`src/rtl/oc_pkg.sv`:
```
package oc_pkg;

    localparam int OC_NUM_CH = 4;
    localparam int OC_CNT_W  = 16;

    typedef enum logic [1:0] {
        ACT_OFF  = 2'b00,
        ACT_TOG  = 2'b01,
        ACT_LOW  = 2'b10,
        ACT_HIGH = 2'b11
    } oc_act_e;

    function automatic logic oc_apply(input oc_act_e act, input logic cur);
        logic nxt;
        case (act)
            ACT_TOG:  nxt = ~cur;
            ACT_LOW:  nxt = 1'b0;
            ACT_HIGH: nxt = 1'b1;
            default:  nxt = cur;
        endcase
        return nxt;
    endfunction

endpackage

```
`src/rtl/oc_ctl_reg.sv`:
```
module oc_ctl_reg #(
    parameter int NUM_CH = oc_pkg::OC_NUM_CH,
    localparam int CTL_W = 2 * NUM_CH
) (
    input  logic             clk,
    input  logic             rst_n,
    input  logic             we_i,
    input  logic [CTL_W-1:0] wdata_i,
    output logic [CTL_W-1:0] codes_o
);

    typedef struct packed {
        logic [CTL_W-1:0] ctl;
    } ctl_state_t;

    ctl_state_t st_d, st_q;

    always_comb begin
        st_d = st_q;
        if (we_i) begin
            st_d.ctl = wdata_i;
        end
    end

    always_ff @(posedge clk or negedge rst_n) begin
        if (!rst_n) begin
            st_q <= '0;
        end else begin
            st_q <= st_d;
        end
    end

    // Lowest channel sits in the top bit pair; re-pack so codes_o[2k+:2] is channel k.
    for (genvar k = 0; k < NUM_CH; k++) begin : g_unpack
        assign codes_o[2*k +: 2] = st_q.ctl[CTL_W-1-2*k -: 2];
    end

    // a write becomes visible only after the edge
    a_r8_ctl_write_lands : assert property (@(posedge clk) disable iff (!rst_n)
        we_i |=> (st_q.ctl == $past(wdata_i)));

endmodule

```
`src/rtl/oc_channel.sv`:
```
module oc_channel
    import oc_pkg::*;
#(
    parameter int CNT_W = oc_pkg::OC_CNT_W
) (
    input  logic             clk,
    input  logic             rst_n,
    input  logic [CNT_W-1:0] count_i,
    input  logic             count_stb_i,
    input  logic             en_i,
    input  logic [1:0]       code_i,
    input  logic             cmp_we_i,
    input  logic [CNT_W-1:0] cmp_wdata_i,
    output logic             pin_o,
    output logic             oe_o,
    output logic             match_o
);

    typedef struct packed {
        logic [CNT_W-1:0] cmp;
        logic             pin;
        logic             match;
    } ch_state_t;

    ch_state_t st_d, st_q;
    oc_act_e   act;
    logic      hit;

    assign act = oc_act_e'(code_i);

    always_comb begin
        st_d       = st_q;
        hit        = en_i && count_stb_i && (count_i == st_q.cmp);
        st_d.match = hit;
        if (hit) begin
            st_d.pin = oc_apply(act, st_q.pin);
        end
        if (cmp_we_i) begin
            st_d.cmp = cmp_wdata_i;
        end
    end

    always_ff @(posedge clk or negedge rst_n) begin
        if (!rst_n) begin
            st_q <= '0;
        end else begin
            st_q <= st_d;
        end
    end

    assign pin_o   = st_q.pin;
    assign match_o = st_q.match;
    assign oe_o    = en_i && (act != ACT_OFF);

    // toggle inverts the latch
    a_r3_toggle : assert property (@(posedge clk) disable iff (!rst_n)
        (hit && act == ACT_TOG) |=> (pin_o != $past(pin_o)));

    // drive low / drive high
    a_r4_drive_low : assert property (@(posedge clk) disable iff (!rst_n)
        (hit && act == ACT_LOW) |=> !pin_o);
    a_r4_drive_high : assert property (@(posedge clk) disable iff (!rst_n)
        (hit && act == ACT_HIGH) |=> pin_o);

    // disconnected code holds the latch but still flags
    a_r5_off_holds : assert property (@(posedge clk) disable iff (!rst_n)
        (hit && act == ACT_OFF) |=> ($stable(pin_o) && match_o));

    // no strobe, no match, no pin change
    a_r9_no_strobe : assert property (@(posedge clk) disable iff (!rst_n)
        !count_stb_i |=> (!match_o && $stable(pin_o)));

    // a disabled channel stays still
    a_r7_disabled_still : assert property (@(posedge clk) disable iff (!rst_n)
        !en_i |=> (!match_o && $stable(pin_o)));

    // the flag lasts one cycle per strobed count
    a_r6_flag_needs_stb : assert property (@(posedge clk) disable iff (!rst_n)
        match_o |-> $past(count_stb_i));

endmodule

```
`src/rtl/oc_action_unit.sv`:
```
module oc_action_unit
    import oc_pkg::*;
#(
    parameter int NUM_CH   = oc_pkg::OC_NUM_CH,
    parameter int CNT_W    = oc_pkg::OC_CNT_W,
    parameter int GATED_CH = NUM_CH - 1,
    localparam int CTL_W   = 2 * NUM_CH
) (
    input  logic              clk,
    input  logic              rst_n,
    input  logic [CNT_W-1:0]  count_i,
    input  logic              count_stb_i,
    input  logic              sel_i,
    input  logic              ctl_we_i,
    input  logic [CTL_W-1:0]  ctl_wdata_i,
    input  logic [NUM_CH-1:0] cmp_we_i,
    input  logic [CNT_W-1:0]  cmp_wdata_i,
    output logic [NUM_CH-1:0] pin_o,
    output logic [NUM_CH-1:0] oe_o,
    output logic [NUM_CH-1:0] match_o
);

    logic [CTL_W-1:0]  codes;
    logic [NUM_CH-1:0] ch_en;

    oc_ctl_reg #(
        .NUM_CH (NUM_CH)
    ) ctl_i (
        .clk     (clk),
        .rst_n   (rst_n),
        .we_i    (ctl_we_i),
        .wdata_i (ctl_wdata_i),
        .codes_o (codes)
    );

    for (genvar k = 0; k < NUM_CH; k++) begin : g_ch
        if (k == GATED_CH) begin : g_gated
            assign ch_en[k] = ~sel_i;
        end else begin : g_free
            assign ch_en[k] = 1'b1;
        end

        oc_channel #(
            .CNT_W (CNT_W)
        ) ch_i (
            .clk         (clk),
            .rst_n       (rst_n),
            .count_i     (count_i),
            .count_stb_i (count_stb_i),
            .en_i        (ch_en[k]),
            .code_i      (codes[2*k +: 2]),
            .cmp_we_i    (cmp_we_i[k]),
            .cmp_wdata_i (cmp_wdata_i),
            .pin_o       (pin_o[k]),
            .oe_o        (oe_o[k]),
            .match_o     (match_o[k])
        );
    end

    // shared pin released while select is high
    a_r7_gated_oe_off : assert property (@(posedge clk) disable iff (!rst_n)
        sel_i |-> !oe_o[GATED_CH]);

    // every indicator low in the first cycle after reset
    a_r1_reset_quiet : assert property (@(posedge clk) disable iff (!rst_n)
        $rose(rst_n) |-> (pin_o == '0 && oe_o == '0 && match_o == '0));

endmodule

```
`config.mk`:
```
export PLATFORM = sky130hd
export DESIGN_NAME = oc_action_unit
export DESIGN_NICKNAME = d
export VERILOG_FILES = /design/src/rtl/oc_pkg.sv /design/src/rtl/oc_ctl_reg.sv /design/src/rtl/oc_channel.sv /design/src/rtl/oc_action_unit.sv
export SDC_FILE = /design/constraint.sdc
export NUM_CORES = 1
export LEC_CHECK = 0
export ABC_CLOCK_PERIOD_IN_PS = 3690
export BUFFER_PORTS_ARGS = -buffer_cell sky130_fd_sc_hd__buf_2
export CORE_ASPECT_RATIO = 0.7
export CORE_MARGIN = 10
export CORE_UTILIZATION = 42
export DETAILED_ROUTE_END_ITERATION = 8
export PLACE_DENSITY_LB_ADDON = 0.3
export RECOVER_POWER = 50
export SYNTH_ARGS = -nofsm -noshare
export SYNTH_HDL_FRONTEND = slang
export SYNTH_HIERARCHICAL = 1
export SYNTH_SLANG_ARGS = --single-unit
```
`constraint.sdc`:
```
create_clock -name clk -period 3.69 [get_ports clk]
set_input_delay 0.1845 -clock clk [delete_from_list [all_inputs] [get_ports clk]]
set_output_delay 0.1845 -clock clk [all_outputs]
set_load 0.01 [all_outputs]
```
==> reports/metrics.csv <==
stage,metric,value,unit
cts,Hold Buf Count CTS,0,
pwr,Seq pwr share,45.8,%
setup_path,Slowest cell on crit path,nor4_2,
route,total number of vias,2375,
status,status,"finished, violations left",
setup_path,kind of critical path,reg -> reg,
cts,CTS tree,yes,
setup_path,critical path depth,5,
yosys,unique cell type count in the Yosys netlist,20,
route,drc violations,0,
pwr,Clk pwr share,40.3,%
timing,RSZ-0062 raised after global routing,false,
global_route,met1 Usage GRT,17.1,%
placed_design,hpwl dp,6.24,mm
cts,post-CTS sizing,0,
placed_design,PortBufs,60,
route,ANT nets after route,0,
yosys,share of synthesized area spent on multiplexers,21.7,%
cts,Root Driver,clkbuf_16,
setup_path,CP max stage delay,420,ps
yosys,cell area after synthesis,3870,um2
finish,Fill cells,785,
setup_path,Worst Setup End Kind,register,
global_route,GR Util All Layers,12.8,%
hold_path,worst hold path depth,2,
global_route,initial antenna violation count,0,
pwr,PwrDens,483,nW/um2
pwr,internal cell power,1.68,mW
cts,CTS max path bufs,2,
timing,f_max,604,MHz
timing,final setup vio count,0,
cts,TritonCTS Sinks,80,
timing,Slew HR,-32.1,%
yosys,Ys Warns,6,
yosys,post-synthesis simple-gate area fraction,7.25,%
hold_path,Hold Crit Class,in -> reg,
setup_path,worst path required time,3900,ps
yosys,sequential area share after synthesis,51.8,%
finish,share of post-route cells with drive strength above 1,39.6,%
route,Via density,5.00,
setup_path,worst-case reg-to-reg path depth,5,
finish,register area,2000,um2
cts,# Post-CTS Setup Buffers,0,
pwr,Tot Pwr,2.22,mW
yosys,adder-cell share of the synthesized area,0,%
global_route,first-pass GRT wire length,13.5,mm
die,# IOs,61,
yosys,top-area cell type share of the netlist area,51.8,%
yosys,"area leader, netlist",dfrtp_1,
yosys,Synth Area in Compound Gates,2.98,%
cts,Num CTS Buffers,9,
global_route,GRT Max-Usage Layer,met2,
route,wire per inst,17.6,um
yosys,top post-synthesis cells by area,"dfrtp_1 (52%), xnor2_1 (12%), mux2_2 (10%), mux2_1 (8.2%), mux2_4 (3.1%)",
setup_path,Top Family by Delay on Critical Path,simple AND/OR/NAND/NOR gates,
die,die width,135,um
finish,Antenna diodes,0,
die,die area,13500,um2
setup_path,critical path launch point type,register,
finish,multi-input logic area,1820,um2
cts,"Reg clk slew, reported paths",60,ps
setup_path,peak fanout along the critical path,3,
setup_path,critical-path cell list,xnor2_1 -> nand4_1 -> nor4_2 -> and2_2 -> o211ai_2,
status,failing checks,"max-capacitance violations, max-slew violations",
die,Die Y,100,um
pwr,Static Leak,1.92,nW
timing,minimum clock period,1660,ps
cts,H-tree levels,3,
pwr,Logic pwr share,13.9,%
route,DRT Wirelength,8.35,mm
global_route,largest net degree at the start of global routing,81,
timing,period utilization,44.9,%
global_route,M3 GR Usage,4.49,%
route,drt pass-1 iters,4,
placed_design,pre-CTS setup slack,2070,ps
yosys,"Avg Cell Area, Syn",13.9,um2
timing,worst slew pin tran,1980,ps
die,Core Area,9030,um2
die,site row count,29,
timing,post-route setup slack,2030,ps
timing,Setup Skew,5.66,ps
run,Max Cap Violations,1,
yosys,xor/xnor share of the synthesized area,14.5,%
timing,setup TNS,0,ps
pwr,switching part of the total,24.4,%
die,starting density of the core,42.8,%
route,Starting DRT DRC Count,123,
global_route,GRT met2 Usage,19.3,%
yosys,Yosys reg bits,80,
cts,worst skew pair latency,330,ps
placed_design,GPL Wtd Cong,0.768,
pwr,Peak supply drop,214,uV
global_route,gr ovfl total,0,
finish,Util after Layout,50.9,%
setup_path,CP Data Arrival Time,1860,ps
setup_path,WP buf/inv,0,
finish,Syn-to-layout area delta,18.9,%
yosys,largest family of logic cells by synthesized area,multiplexers,
finish,fin nets,395,
global_route,vias in the first global route,2549,
timing,Final Max Slew Viols,81,
finish,Non-Filler Instances,475,
yosys,cell count after synthesis,279,
placed_design,# placed instances,459,
pwr,P_sw,542,uW
timing,Final Hold Viols,0,
## power by group through the flow
| stage | registers (mW) | clock network, mW | logic [mW] |
|---|---|---|---|
| 2_1_floorplan | 1.02 | 0 | 0.211 |
| 3_3_place_gp | 1.03 | 0 | 0.307 |
| 3_5_place_dp | 1.03 | 0 | 0.313 |
| 4_1_cts | 1.02 | 0.922 | 0.314 |
| 5_1_grt | 1.03 | 0.957 | 0.339 |
| 6_report | 1.02 | 0.896 | 0.308 |
## flip-flops by register name, indices dropped and copies added, names as in the netlist
signal and flops:
g_ch.ch_i/st_q 64, ctl_i/st_q 8, g_ch.ch_i/match_o 4, g_ch.ch_i/pin_o 4
## cells in the mapped netlist (all sizes together)
cell type / instances
dfrtp: 80
mux2: 72
xnor2: 52
nand4: 16
xor2: 12
nor3: 8
buf: 5
inv: 5
a41oi: 4
and2: 4
clkbuf: 4
nand3: 4
nor4: 4
o211ai: 4
o21a: 4
conb: 1
## layout by cell type (no fill, tap or decap), types with 4 or more instances in the layout
cell	synthesis	final
and2_2	4	4
buf_2	4	59
mux2_4	8	7
nor4_2	4	4
nand4_1	16	16
clkbuf_16	0	9
nand3_2	4	4
dfrtp_1	80	80
a41oi_1	4	4
xor2_1	12	12
xnor2_1	52	52
o211ai_2	4	4
inv_1	5	5
mux2_1	28	29
o21a_1	4	4
mux2_2	36	36
nor3_2	4	4
conb_1	1	6
nor3_1	4	4
## metal layers
metal | share of wire, % | vias up
li1 | - | 1114
met1 | 49 | 1208
met2 | 45 | 46
met3 | 4.7 | 7
met4 | 0.73 | 0
met5 | 0 | -
## layout make-up
| type | count | area share (%) |
|---|---|---|
| inverters | 5 | 0.408 |
| clock buffers | 11 | 5.50 |
| flip-flops and latches | 80 | 43.5 |
| well taps | 124 | 3.37 |
| clock inverters | 5 | 1.20 |
| multi-input cells | 190 | 39.5 |
| repair buffers | 60 | 6.53 |
## final timing paths
check,from,endpoint,slack (ps)
worst max-delay path,g_ch[2].ch_i/st_q[9]$_DFFE_PN0P_,g_ch[2].ch_i/pin_o$_DFFE_PN0P_,2030
max in group asynchronous,rst_n,g_ch[2].ch_i/st_q[12]$_DFFE_PN0P_,2120
worst min register to register,g_ch[2].ch_i/st_q[13]$_DFFE_PN0P_,g_ch[2].ch_i/st_q[13]$_DFFE_PN0P_,510
worst max register to register,g_ch[2].ch_i/st_q[9]$_DFFE_PN0P_,g_ch[2].ch_i/pin_o$_DFFE_PN0P_,2030
worst min-delay path,ctl_wdata_i[6],ctl_i/st_q[6]$_DFFE_PN0P_,80
min in group asynchronous,rst_n,g_ch[3].ch_i/st_q[13]$_DFFE_PN0P_,430
## through the flow
step,cell area [um2],hold WS (ps)
global route,4600,69.8
CTS,4610,61.7
global placement,4300,420
finish,4600,81.1
floorplan,3890,-111
detailed placement,4300,419
## kinds of logic after synthesis
group | count (synthesis)
buffers and inverters | 14
DFF | 80
AOI/OAI and AO/OA | 12
xor gates and xnor gates | 64
other | 1
muxes | 72
and+or+nand+nor | 36
(Power assumes the default switching activity.)
